==> src/rtl/fmt_pkg.sv <==
package fmt_pkg;

  // Result layout selected at capture time: {injected, left}.
  typedef enum logic [1:0] {
    ModeRegRight = 2'b00,
    ModeRegLeft  = 2'b01,
    ModeInjRight = 2'b10,
    ModeInjLeft  = 2'b11
  } fmt_mode_t;

  // Strobes passed from control to datapath.
  typedef struct packed {
    logic      capture;
    fmt_mode_t mode;
  } fmt_strobe_t;

endpackage

==> src/rtl/fmt_offset_regs.sv <==
module fmt_offset_regs #(
  parameter int RawW   = 12,
  parameter int NumOfs = 4,
  localparam int IdxW  = $clog2(NumOfs)
) (
  input  logic            clk,
  input  logic            rst_n,
  input  logic            wrEn,
  input  logic [IdxW-1:0] wrIdx,
  input  logic [RawW-1:0] wrData,
  input  logic [IdxW-1:0] rdIdx,
  output logic [RawW-1:0] rdData
);

  logic [RawW-1:0] slotQ [NumOfs];

  for (genvar i = 0; i < NumOfs; i++) begin : g_slot
    logic hit;
    assign hit = wrEn && (wrIdx == IdxW'(i));

    always_ff @(posedge clk or negedge rst_n) begin
      if (!rst_n)   slotQ[i] <= '0;
      else if (hit) slotQ[i] <= wrData;
    end

    // a slot is untouched unless its own index is written
    a_r7_slot_isolated: assert property (@(posedge clk) disable iff (!rst_n)
      !(wrEn && (wrIdx == IdxW'(i))) |=> $stable(slotQ[i]));
  end

  assign rdData = slotQ[rdIdx];

endmodule

==> src/rtl/fmt_ctrl.sv <==
module fmt_ctrl
  import fmt_pkg::*;
(
  input  logic        clk,
  input  logic        rst_n,
  input  logic        inValid,
  input  logic        inInjected,
  input  logic        alignLeft,
  output fmt_strobe_t strobe,
  output fmt_mode_t   lastMode,
  output logic        outValid
);

  always_comb begin
    strobe.capture = inValid;
    unique case ({inInjected, alignLeft})
      2'b00:   strobe.mode = ModeRegRight;
      2'b01:   strobe.mode = ModeRegLeft;
      2'b10:   strobe.mode = ModeInjRight;
      default: strobe.mode = ModeInjLeft;
    endcase
  end

  always_ff @(posedge clk or negedge rst_n) begin
    if (!rst_n) begin
      outValid <= 1'b0;
      lastMode <= ModeRegRight;
    end else begin
      outValid <= strobe.capture;
      if (strobe.capture) lastMode <= strobe.mode;
    end
  end

  // one strobe per accepted result, none otherwise
  a_r8_valid_follows: assert property (@(posedge clk) disable iff (!rst_n)
    inValid |=> outValid);
  a_r8_valid_single: assert property (@(posedge clk) disable iff (!rst_n)
    !inValid |=> !outValid);
  // the captured layout only moves on a capture
  a_r9_mode_held: assert property (@(posedge clk) disable iff (!rst_n)
    !inValid |=> $stable(lastMode));

endmodule

==> src/rtl/fmt_datapath.sv <==
module fmt_datapath
  import fmt_pkg::*;
#(
  parameter int RawW = 12,
  parameter int OutW = 16,
  localparam int PadW  = OutW - RawW,
  localparam int LPadW = OutW - RawW - 1
) (
  input  logic            clk,
  input  logic            rst_n,
  input  fmt_strobe_t     strobe,
  input  fmt_mode_t       lastMode,
  input  logic            outValid,
  input  logic [RawW-1:0] raw,
  input  logic [RawW-1:0] offset,
  output logic [OutW-1:0] outData
);

  logic [RawW:0]   diff;
  logic            sign;
  logic [OutW-1:0] fmtWord;

  assign diff = {1'b0, raw} - {1'b0, offset};
  assign sign = diff[RawW];

  always_comb begin
    unique case (strobe.mode)
      ModeRegRight: fmtWord = {{PadW{1'b0}}, raw};
      ModeRegLeft:  fmtWord = {raw, {PadW{1'b0}}};
      ModeInjRight: fmtWord = {{PadW{sign}}, diff[RawW-1:0]};
      default:      fmtWord = {sign, diff[RawW-1:0], {LPadW{1'b0}}};
    endcase
  end

  always_ff @(posedge clk or negedge rst_n) begin
    if (!rst_n)              outData <= '0;
    else if (strobe.capture) outData <= fmtWord;
  end

  // regular right-aligned words have an all-zero top
  a_r3_reg_right_top_zero: assert property (@(posedge clk) disable iff (!rst_n)
    (outValid && lastMode == ModeRegRight) |-> (outData[OutW-1:RawW] == '0));
  // regular left-aligned words have an all-zero bottom
  a_r4_reg_left_low_zero: assert property (@(posedge clk) disable iff (!rst_n)
    (outValid && lastMode == ModeRegLeft) |-> (outData[PadW-1:0] == '0));
  // injected right-aligned words carry a uniform sign fill
  a_r5_inj_sign_fill: assert property (@(posedge clk) disable iff (!rst_n)
    (outValid && lastMode == ModeInjRight) |->
      ($countones(outData[OutW-1:RawW]) == 0 || $countones(outData[OutW-1:RawW]) == PadW));
  // injected left-aligned words have a zero bottom
  a_r6_inj_left_low_zero: assert property (@(posedge clk) disable iff (!rst_n)
    (outValid && lastMode == ModeInjLeft) |-> (outData[LPadW-1:0] == '0));
  // no capture, no change
  a_r9_data_hold: assert property (@(posedge clk) disable iff (!rst_n)
    !strobe.capture |=> $stable(outData));

endmodule

==> src/rtl/adc_result_formatter.sv <==
module adc_result_formatter
  import fmt_pkg::*;
#(
  parameter int RawW   = 12,
  parameter int OutW   = 16,
  parameter int NumOfs = 4,
  localparam int IdxW  = $clog2(NumOfs)
) (
  input  logic            clk,
  input  logic            rst_n,
  input  logic            ofsWrEn,
  input  logic [IdxW-1:0] ofsWrIdx,
  input  logic [RawW-1:0] ofsWrData,
  input  logic            inValid,
  input  logic [RawW-1:0] inRaw,
  input  logic            inInjected,
  input  logic [IdxW-1:0] inRank,
  input  logic            alignLeft,
  output logic            outValid,
  output logic [OutW-1:0] outData
);

  fmt_strobe_t     strobe;
  fmt_mode_t       lastMode;
  logic [RawW-1:0] offsetSel;

  fmt_offset_regs #(.RawW(RawW), .NumOfs(NumOfs)) u_ofs (
    .clk    (clk),
    .rst_n  (rst_n),
    .wrEn   (ofsWrEn),
    .wrIdx  (ofsWrIdx),
    .wrData (ofsWrData),
    .rdIdx  (inRank),
    .rdData (offsetSel)
  );

  fmt_ctrl u_ctrl (
    .clk        (clk),
    .rst_n      (rst_n),
    .inValid    (inValid),
    .inInjected (inInjected),
    .alignLeft  (alignLeft),
    .strobe     (strobe),
    .lastMode   (lastMode),
    .outValid   (outValid)
  );

  fmt_datapath #(.RawW(RawW), .OutW(OutW)) u_dp (
    .clk      (clk),
    .rst_n    (rst_n),
    .strobe   (strobe),
    .lastMode (lastMode),
    .outValid (outValid),
    .raw      (inRaw),
    .offset   (offsetSel),
    .outData  (outData)
  );

endmodule

==> config.mk <==
export PLATFORM = sky130hd
export DESIGN_NAME = adc_result_formatter
export DESIGN_NICKNAME = d
export VERILOG_FILES = /design/src/rtl/fmt_pkg.sv /design/src/rtl/fmt_offset_regs.sv /design/src/rtl/fmt_ctrl.sv /design/src/rtl/fmt_datapath.sv /design/src/rtl/adc_result_formatter.sv
export SDC_FILE = /design/constraint.sdc
export NUM_CORES = 1
export LEC_CHECK = 0
export BUFFER_PORTS_ARGS = -buffer_cell sky130_fd_sc_hd__buf_2
export CAP_MARGIN = 10
export CELL_PAD_IN_SITES_DETAIL_PLACEMENT = 1
export CELL_PAD_IN_SITES_GLOBAL_PLACEMENT = 1
export CORE_AREA = 5 5 132 71
export CTS_BUF_LIST = sky130_fd_sc_hd__clkbuf_16
export CTS_CLUSTER_DIAMETER = 80
export DETAILED_ROUTE_END_ITERATION = 6
export DIE_AREA = 0 0 137 76
export PLACE_DENSITY = 0.76
export RECOVER_POWER = 50
export REMOVE_ABC_BUFFERS = 1
export SLEW_MARGIN = 25
export SYNTH_ARGS = -nofsm -noshare
export SYNTH_HDL_FRONTEND = slang
export SYNTH_SLANG_ARGS = --single-unit
==> constraint.sdc <==
create_clock -name clk -period 3.07 [get_ports clk]
set_input_delay 0.4605 -clock clk [delete_from_list [all_inputs] [get_ports clk]]
set_output_delay 0.4605 -clock clk [all_outputs]
set_load 0.02 [all_outputs]
==> metrics.txt, run 1 <==
status=finished with violations; violated checks=capacitance limit, slew limit; period utilization=92.85%; post-layout min period=2.851 ns; Core Region=8258 um2; WL final=10240 um; Cell Rows=24; Final Instance Area=4417 um2; share of layout cells above drive strength 1=38.48%; die area=10410 um2; DR vias=2797; clock slew at the register clock pins of the worst setup and hold paths=0.05 ns; hold path start=ofsWrData[5]; Root Driver=clkbuf_16; clock sink count=65; hold path cells=2; top cell type's share of synthesized area=45.09%; GPL Wtd Cong=0.8346; Reg2Reg Depth=11; H-tree levels=3; Crit Path Max Fanout=8; Net Sw Frac=31.72%; Flop pwr share=35.8%; Synth area leader=dfrtp_1; WL per Instance=20.53 um; vias in the first global route=3045; post-DP HPWL=7618 um; RSZ-0062 raised after global routing=no; Fin. Hold Viols=0; Main synth FF type=dfrtp_1; syn_area_per_cell=11.79 um2; Psw=0.0009911 W; Req. time, crit path=3.34 ns; Vert. Die Dim=76 um; Reg2Reg Setup Slack=0.26 ns; Synth Warn #=0; cell internal pwr=0.002133 W; PortBufs=50; Syn Inst Count=306; Syn-to-layout area delta=22.44%; Worst setup SP type=input pin; CTS tree=done; CP Capture Type=flop; CTS Buf Count=9; 1st-iter DRT viols=154; combinational fraction of design power=32.6%; Initial DRT Pass Iterations=4; number of distinct library cells after synthesis=45; WS Path Type=in2reg; gr usage total=20.98%; Seq cells post-synth=65; num ports=51; GR Overflow Total=0; nets=424; EDFF count, synth=0; # DRC=0; Fin Clk Skew=0.005516 ns; Worst Hold Class=in2reg; max-slew violation count=31; Cell Area, Synth=3607 um2; worst r2r dst=u_dp.outData[12]; top-count cell post-synth=dfrtp_1; top cells by count, synth=dfrtp_1, mux2_2, inv_1, nand2_1, a21oi_1; Placed Area=4143 um2; worst-margin pin slew=1.825 ns; Hold Path Sink=u_ofs.slotQ[41]; clock power share=31.6%; largest net degree at the start of global routing=33; initial antenna violation count=0; LEAKAGE=2.012 nW; Setup Fix Bufs, Post-CTS=0; Final setup viols=0; Worst EP arrival=3.12 ns; Synth async-reset ratio=100.0%; Synth area leaders=dfrtp_1, mux2_2, mux4_2; total power=0.003125 W; Clock Path Buffers=2; first-pass GRT wire length=16620 um; Worst-Skew Late Latency=0.34 ns; diodes inserted=0; Starting Density=43.68%; worst relative slew slack=-21.68%; die width=137 um; worst reg2reg startpoint=u_ofs.slotQ[4]; vias per cell=5.605; Fmax=0.3508 GHz; Max Cap Violations=1; Cell Pwr Density=707.4 nW/um2; VDD IR max=329.2 uV; antenna viol nets, final=0; register area share after synthesis=45.09%
worst max path at each step:
stage	endpoint	depth (start not counted)	from	slack, ns
after CTS	u_dp.outData[14]	12	inRank[0]	0.11
final	u_dp.outData[12]	13	inRank[0]	0.22
after floorplan	u_dp.outData[6]	9	inRank[0]	0.29
after detailed placement	u_dp.outData[14]	12	inRank[0]	-0.12
after global placement	u_dp.outData[14]	12	inRank[0]	-0.1
after global routing	u_dp.outData[14]	12	inRank[0]	0.07
what timing repair did:
action	in CTS	in global routing
endpoints found under the setup margin	0	1
endpoints found under the hold margin	0	0
hold buffers	0	0
gates resized for setup	0	3
per-stage QoR:
| step | util, % | setup WS [ns] | TNS [ns] | std cells | hold slack (ns) |
|---|---|---|---|---|---|
| floorplan | - | 0.2936 | 0 | 292 | 0.1649 |
| global placement | 50.17 | -0.09967 | -0.09967 | 483 | 0.4820 |
| detailed placement | 50.17 | -0.1227 | -0.3310 | 483 | 0.4938 |
| CTS | 53.55 | 0.1125 | 0 | 499 | 0.2114 |
| global route | 53.48 | 0.07412 | 0 | 499 | 0.4032 |
| finish | 53.48 | 0.2195 | 0 | 499 | 0.4074 |
power groups by stage:
stage / clock network [W] / logic, W / registers, W
after global routing: 0.00106 / 0.00111 / 0.00114
after CTS: 0.00100 / 0.00102 / 0.00112
after global placement: 0 / 0.000966 / 0.00112
final: 0.000986 / 0.00102 / 0.00112
after floorplan: 0 / 0.000567 / 0.00116
after detailed placement: 0 / 0.00101 / 0.00113
flip-flops by register name, summed over array words and instances (netlist names):
register / cells
u_ofs.slotQ: 48
u_ctrl.outValid: 1
u_dp.outData: 16
layer usage:
layer	vias up	routed length (um)	track usage, %
met2	72	4824	31.23
met5	-	0	0
li1	1274	-	-
met1	1438	4728	29.94
met4	0	113	4.781
met3	13	578	6.662
final cells by class:
cell class / instances / area [um2]
Clock inverter: 7 / 53.80
Tap cell: 117 / 146.4
Timing Repair Buffer: 74 / 431.7
Multi-Input combinational cell: 208 / 1862
Clock buffer: 9 / 225.2
Fill cell: 899 / 3841
Sequential cell: 65 / 1627
Inverter: 19 / 71.32
critical path: stages:
cell,delay (ns)
clkbuf_4,0.18
mux4_2,0.35
ha_1,0.16
inv_1,0.05
fa_1,0.39
a21o_1,0.21
a221oi_2,0.21
buf_4,0.17
nor2_1,0.06
buf_4,0.12
a2111o_1,0.42
nand3_1,0.12
o221a_2,0.20
cell families after synthesis:
| kind of cell | count (synthesis) | synth area share [%] |
|---|---|---|
| XOR/XNOR | 8 | 1.942 |
| adder cells (fa/ha/maj) | 13 | 4.717 |
| multiplexers | 71 | 26.05 |
| AND/OR/NAND/NOR | 56 | 7.631 |
| buffers and inverters | 33 | 3.468 |
| flip-flops | 65 | 45.09 |
| AO/OA/AOI/OAI | 60 | 11.10 |
cell usage in the layout (no fill, tap or decap), types with 6 or more instances in the layout:
cell | Yosys | routed
o22ai_1 | 6 | 6
ha_1 | 12 | 12
mux2_2 | 49 | 49
clkbuf_16 | 0 | 9
mux2i_1 | 8 | 8
a31oi_1 | 6 | 6
nor2_1 | 13 | 13
dfrtp_1 | 65 | 65
nand2_1 | 16 | 16
buf_4 | 0 | 20
o21ai_0 | 11 | 11
inv_1 | 19 | 21
a21oi_1 | 14 | 14
mux4_2 | 13 | 13
buf_2 | 1 | 46
Power figures use the tool's default switching activity.
==> inputs of run 2 (changes only) <==
Settings changed: ABC_AREA set to 1, CORE_AREA 5 5 132 71 to 5 5 141 76, DIE_AREA 0 0 137 76 to 0 0 146 81, MAX_ROUTING_LAYER set to met4.
==> metrics.txt, run 2 <==
largest family of logic cells by synthesized area=simple AND/OR/NAND/NOR gates; Worst Hold Class=in2reg; Synth Area in XOR/XNOR=0.6912%; period utilization=82.12%; 1st-iter DRT viols=267; Gates resized, CTS repair=0; GR Overflow Total=0; CP Cell Sequence=buf_2 -> inv_1 -> nor2_1 -> o22ai_1 -> ha_1 -> inv_1 -> fa_1 -> nand3_1 -> nand3_2 -> nand2_1 -> nand2_1 -> nand2_1 -> nand2_1 -> nor2_2 -> nor2_1 -> a21oi_1; vias in the first global route=3786; Largest register FFs=48; WL final=11820 um; worst-margin pin slew=1.586 ns; top cells by count, synth=nand2_1, dfrtp_1, o21ai_0, inv_1, nand3_1; Cell Rows=25; commonest non-fill, non-tap cells in the layout=nand2_1, dfrtp_1, o21ai_0; Worst-Skew Late Latency=0.33 ns; clock slew at the register clock pins of the worst setup and hold paths=0.05 ns; top-count cell post-synth=nand2_1; LEAKAGE=2.251 nW; Synth Warn #=0; Placed Area=4151 um2; GPL Wtd Cong=0.8945; Syn Inst Count=508; violated checks=capacitance limit, slew limit; PortBufs=50; Root Driver=clkbuf_16; syn_area_per_cell=7.483 um2; Setup Fix Bufs, Post-CTS=0; diodes inserted=0; Cell Area, Synth=3801 um2; WL per Instance=17.46 um; Main synth FF type=dfrtp_1; gr usage total=22.00%; post-DP HPWL=9066 um; Max Cap Violations=1; Worst setup SP type=input pin; biggest regs=u_ofs.slotQ (48), u_dp.outData (16), u_ctrl.outValid (1); Post-CTS Hold Buffers=0; Synth Area in Compound Gates=17.31%; CP delay by family, top=simple AND/OR/NAND/NOR gates; die area=11830 um2; largest reg by FF count=u_ofs.slotQ; top cell type's share of synthesized area=42.79%; Cell Pwr Density=620.7 nW/um2; crit path max-delay cell type=fa_1; Initial DRT Pass Iterations=5; largest net degree at the start of global routing=39; Core Region=9228 um2; clock sink count=65; CTS Buf Count=9; initial antenna violation count=0; WP buf/inv=3; Crit Path Max Fanout=8; first-pass GRT wire length=19900 um; Setup TNS=0 ns; Synth area leader=dfrtp_1; num ports=51; nets=600; # DRC=0; RSZ-0062 raised after global routing=no; Seq cells post-synth=65; H-tree levels=3; crit-path max cell delay=0.49 ns; Fin Clk Skew=0.004336 ns; Req. time, crit path=3.33 ns; WS Path Type=in2reg; Post-Synth Simple-Gate Area=26.53%; register area share after synthesis=42.79%; Worst EP arrival=2.78 ns; Synth area leaders=dfrtp_1, nand2_1, o21ai_0; most common cell after layout, fill and taps aside=nand2_1; worst relative slew slack=-5.766%; DR vias=3606; Synth async-reset ratio=100.0%; CTS tree=done; Clock Path Buffers=2; share of layout cells above drive strength 1=15.47%; Final Instance Area=4378 um2; CP Capture Type=flop; VDD IR max=318.5 uV; adder-cell share of the synthesized area=4.477%; Vert. Die Dim=81 um; post-layout min period=2.521 ns; number of distinct library cells after synthesis=32; Fmax=0.3966 GHz; antenna viol nets, final=0; max-slew violation count=29; crit-path most repeated cell=nand2_1; vias per cell=5.326; Syn-to-layout area delta=15.17%; EDFF count, synth=0; die width=146 um; Fin. Hold Viols=0; post-synthesis mux area share=0%; status=finished with violations; Final setup viols=0; Starting Density=41.19%
==> run 2: cell count changes after synthesis, moves of 11 or more <==
cell     delta
a32o_1     +11
inv_1      +30
mux2_2     -49
mux4_2     -13
nand2_1   +166
nand3_1    +19
o21ai_0    +46
==> run 2: worst paths after layout <==
| kind | start | cells after the start | end | slack [ns] |
|---|---|---|---|---|
| setup / recovery | inRank[0] | 16 | u_dp.outData[13] | 0.55 |
| hold / removal | inRaw[11] | 3 | u_dp.outData[15] | 0.43 |
| setup reg to reg | u_ofs.slotQ[12] | 14 | u_dp.outData[13] | 0.66 |
| hold reg to reg | u_dp.outData[0] | 2 | u_dp.outData[0] | 0.48 |
| max in group asynchronous | rst_n | 2 | u_ofs.slotQ[27] | 0.83 |
| min in group asynchronous | rst_n | 1 | u_ofs.slotQ[8] | 0.52 |
==> run 2: worst reg2reg max path: cells and delay by family, from the launching register on <==
kind / cells / cell delay (ns)
fa+ha+maj: 2 / 0.67
buf+inv: 1 / 0.10
compound gates: 3 / 0.40
flops: 1 / 0.34
simple gates: 8 / 0.84
==> run 2: power breakdown <==
part           switching, W  internal (W)  leakage [nW]
clock              0.000375      0.000529         0.126
combinational      0.000488      0.000252          1.32
sequential        0.0000797      0.000993         0.805
total              0.000943       0.00177          2.25
==> run 2: logic make-up after synthesis <==
family	count (synthesis)
xor+xnor	3
buf+inv	77
simple gates	244
compound gates	106
flops	65
fa+ha+maj	13
==> run 2: final cells by class <==
| cell class | count | area, um2 |
|---|---|---|
| sequential | 65 | 1627 |
| inverter | 56 | 210.2 |
| timing repair buffer | 55 | 274.0 |
| clock buffer | 9 | 225.2 |
| tap | 121 | 151.4 |
| clock inverter | 5 | 27.53 |
| fill | 1161 | 4850 |
| multi-input combinational | 366 | 1863 |
==> run 2: stage by stage <==
stage | std cells | setup slack [ns] | utilization (%) | hold slack (ns) | power, W
2_1_floorplan | 487 | 0.5787 | - | 0.1649 | 0.001554
3_3_place_gp | 663 | 0.3224 | 44.99 | 0.4609 | 0.001785
3_5_place_dp | 663 | 0.2356 | 44.99 | 0.4676 | 0.001822
4_1_cts | 677 | 0.5681 | 47.73 | 0.1922 | 0.002743
5_1_grt | 677 | 0.3213 | 47.44 | 0.4438 | 0.002896
6_report | 677 | 0.5488 | 47.44 | 0.4341 | 0.002717
==> run 2: routing by layer <==
layer | track usage (%) | vias up | share of wire (%)
li1 | - | 1744 | -
met1 | 31.36 | 1752 | 52
met2 | 31.59 | 98 | 41
met3 | 5.630 | 12 | 5.9
met4 | 4.690 | 0 | 0.97
met5 | - | - | 0
==> inputs of run 3 (changes only) <==
Settings changed: CORE_AREA 5 5 141 76 to 5 5 148 79, DIE_AREA 0 0 146 81 to 0 0 153 84, PLACE_DENSITY 0.76 to 0.73.
Clock period 3.07 ns to 2.18 ns, I/O delays scaled along.
==> metrics.txt, run 3 (synthesis results as in run 2) <==
VDD IR max=402.5 uV; post-DP HPWL=9343 um; worst relative slew slack=5.251%; Fin Clk Skew=0.005471 ns; hold path start=inValid; diodes inserted=0; status=finished clean; first-pass GRT wire length=20290 um; Crit Path Max Fanout=3; CTS Buf Count=9; area of the multi-input gates=2054 um2; Cell Rows=27; Starting Density=36.30%; biggest regs=u_ofs.slotQ (48), u_dp.outData (16), u_ctrl.outValid (1); storage element area=1627 um2; Max Cap Violations=0; die area=12850 um2; max-slew violation count=0; Core Region=10470 um2; Setup TNS=0 ns; GPL Wtd Cong=0.8813; dpl ws=-0.3757 ns; clock slew at the register clock pins of the worst setup and hold paths=0.05 ns; antenna viol nets, final=0; Largest register FFs=48; GR Overflow Total=0; vias per cell=5.081; Initial DRT Pass Iterations=6; source of the critical timing path=u_ofs.slotQ[24]; total power=0.004048 W; gr usage total=20.18%; Vert. Die Dim=84 um; Worst EP arrival=2.32 ns; Cell Pwr Density=838.2 nW/um2; Final Instance Area=4830 um2; LEAKAGE=2.368 nW; Clock Path Buffers=2; initial antenna violation count=0; Placed Area=4389 um2; Worst Hold Class=in2reg; Worst setup SP type=flop; Final setup viols=0; WL final=12060 um; commonest non-fill, non-tap cells in the layout=nand2_1, dfrtp_1, o21ai_0; Syn-to-layout area delta=27.06%; # DRC=0; clock sink count=65; CTS tree=done; largest net degree at the start of global routing=44; most common cell after layout, fill and taps aside=nand2_1; 1st-iter DRT viols=186; Fill cells=1336; worst hold slack=0.2169 ns; WS Path Type=reg2reg; num ports=51; Req. time, crit path=2.40 ns; period utilization=96.67%; WL per Instance=16.53 um; Worst-Skew Late Latency=0.34 ns; worst-margin pin slew=1.421 ns; Root Driver=clkbuf_16; share of layout cells above drive strength 1=22.74%; DR vias=3709; largest reg by FF count=u_ofs.slotQ; Fin. Hold Viols=0; vias in the first global route=3985; RSZ-0062 raised after global routing=yes; PortBufs=50; die width=153 um; nets=627; H-tree levels=3; Fmax=0.4745 GHz; worst reg2reg startpoint=u_ofs.slotQ[24]; CP Capture Type=flop; worst setup margin=0.07270 ns; post-layout min period=2.107 ns
run 3: cell count changes in the layout (fill, tap and decap cells not counted), moves of 7 or more:
cell / previous run / this run
buf_2: 41 / 30
ha_1: 12 / 2
nand2_1: 182 / 175
buf_4: 4 / 25
clkbuf_1: 9 / 22
ha_4: 0 / 9
nand2_2: 7 / 14
run 3: cell type report:
class	count	area share, %
clock inverters	7	0.8031
inverters	56	4.352
flip-flops and latches	65	33.68
clock buffers	9	4.663
well taps	145	3.756
multi-input cells	366	42.54
repair buffers	82	10.21
run 3: per-stage QoR:
step,utilization [%],cells
floorplan,-,487
global placement,41.91,713
detailed placement,41.91,713
CTS,44.90,730
global route,46.12,730
finish,46.12,730
run 3: per-layer routing:
metal / part of all wire [%] / GRT usage (%) / wire length (um) / up-vias
met5: 0 / - / 0 / -
met4: 0.81 / 4.123 / 98 / 0
met3: 4.7 / 4.661 / 563 / 11
met2: 42 / 29.02 / 5072 / 72
met1: 52 / 29.05 / 6330 / 1826
li1: - / - / - / 1800
run 3: report_power, final:
part           switching [W]  internal, W
Sequential          0.000112      0.00140
Combinational       0.000744     0.000489
Clock               0.000550     0.000756
run 3: worst paths after layout:
kind                                         to  slack [ns]  cells after the start
max in group asynchronous       u_ofs.slotQ[27]        0.44                      3
worst min-delay path            u_ctrl.outValid        0.22                      1
worst max register to register  u_dp.outData[7]        0.07                     10
min in group asynchronous        u_ofs.slotQ[8]        0.85                      2
worst min register to register  u_dp.outData[2]        0.48                      1
worst max-delay path            u_dp.outData[7]        0.07                     10
run 3: timing repair:
action,in CTS,in global routing
hold endpoints to repair,6,0
resized for setup,13,27
buffers inserted,0,0
endpoints found under the setup margin,7,11
hold buffers,1,0
pin swaps,8,12
gates cloned,0,0
run 3: worst max-delay path: stages (launching register included):
cell and delay (ns):
dfrtp_1 0.37, o21ai_0 0.12, o22ai_2 0.15, ha_2 0.20, inv_2 0.04, fa_2 0.35, nand3_2 0.10, nand3_4 0.09
xor2_1 0.17, o21ai_0 0.30, o21ai_2 0.10
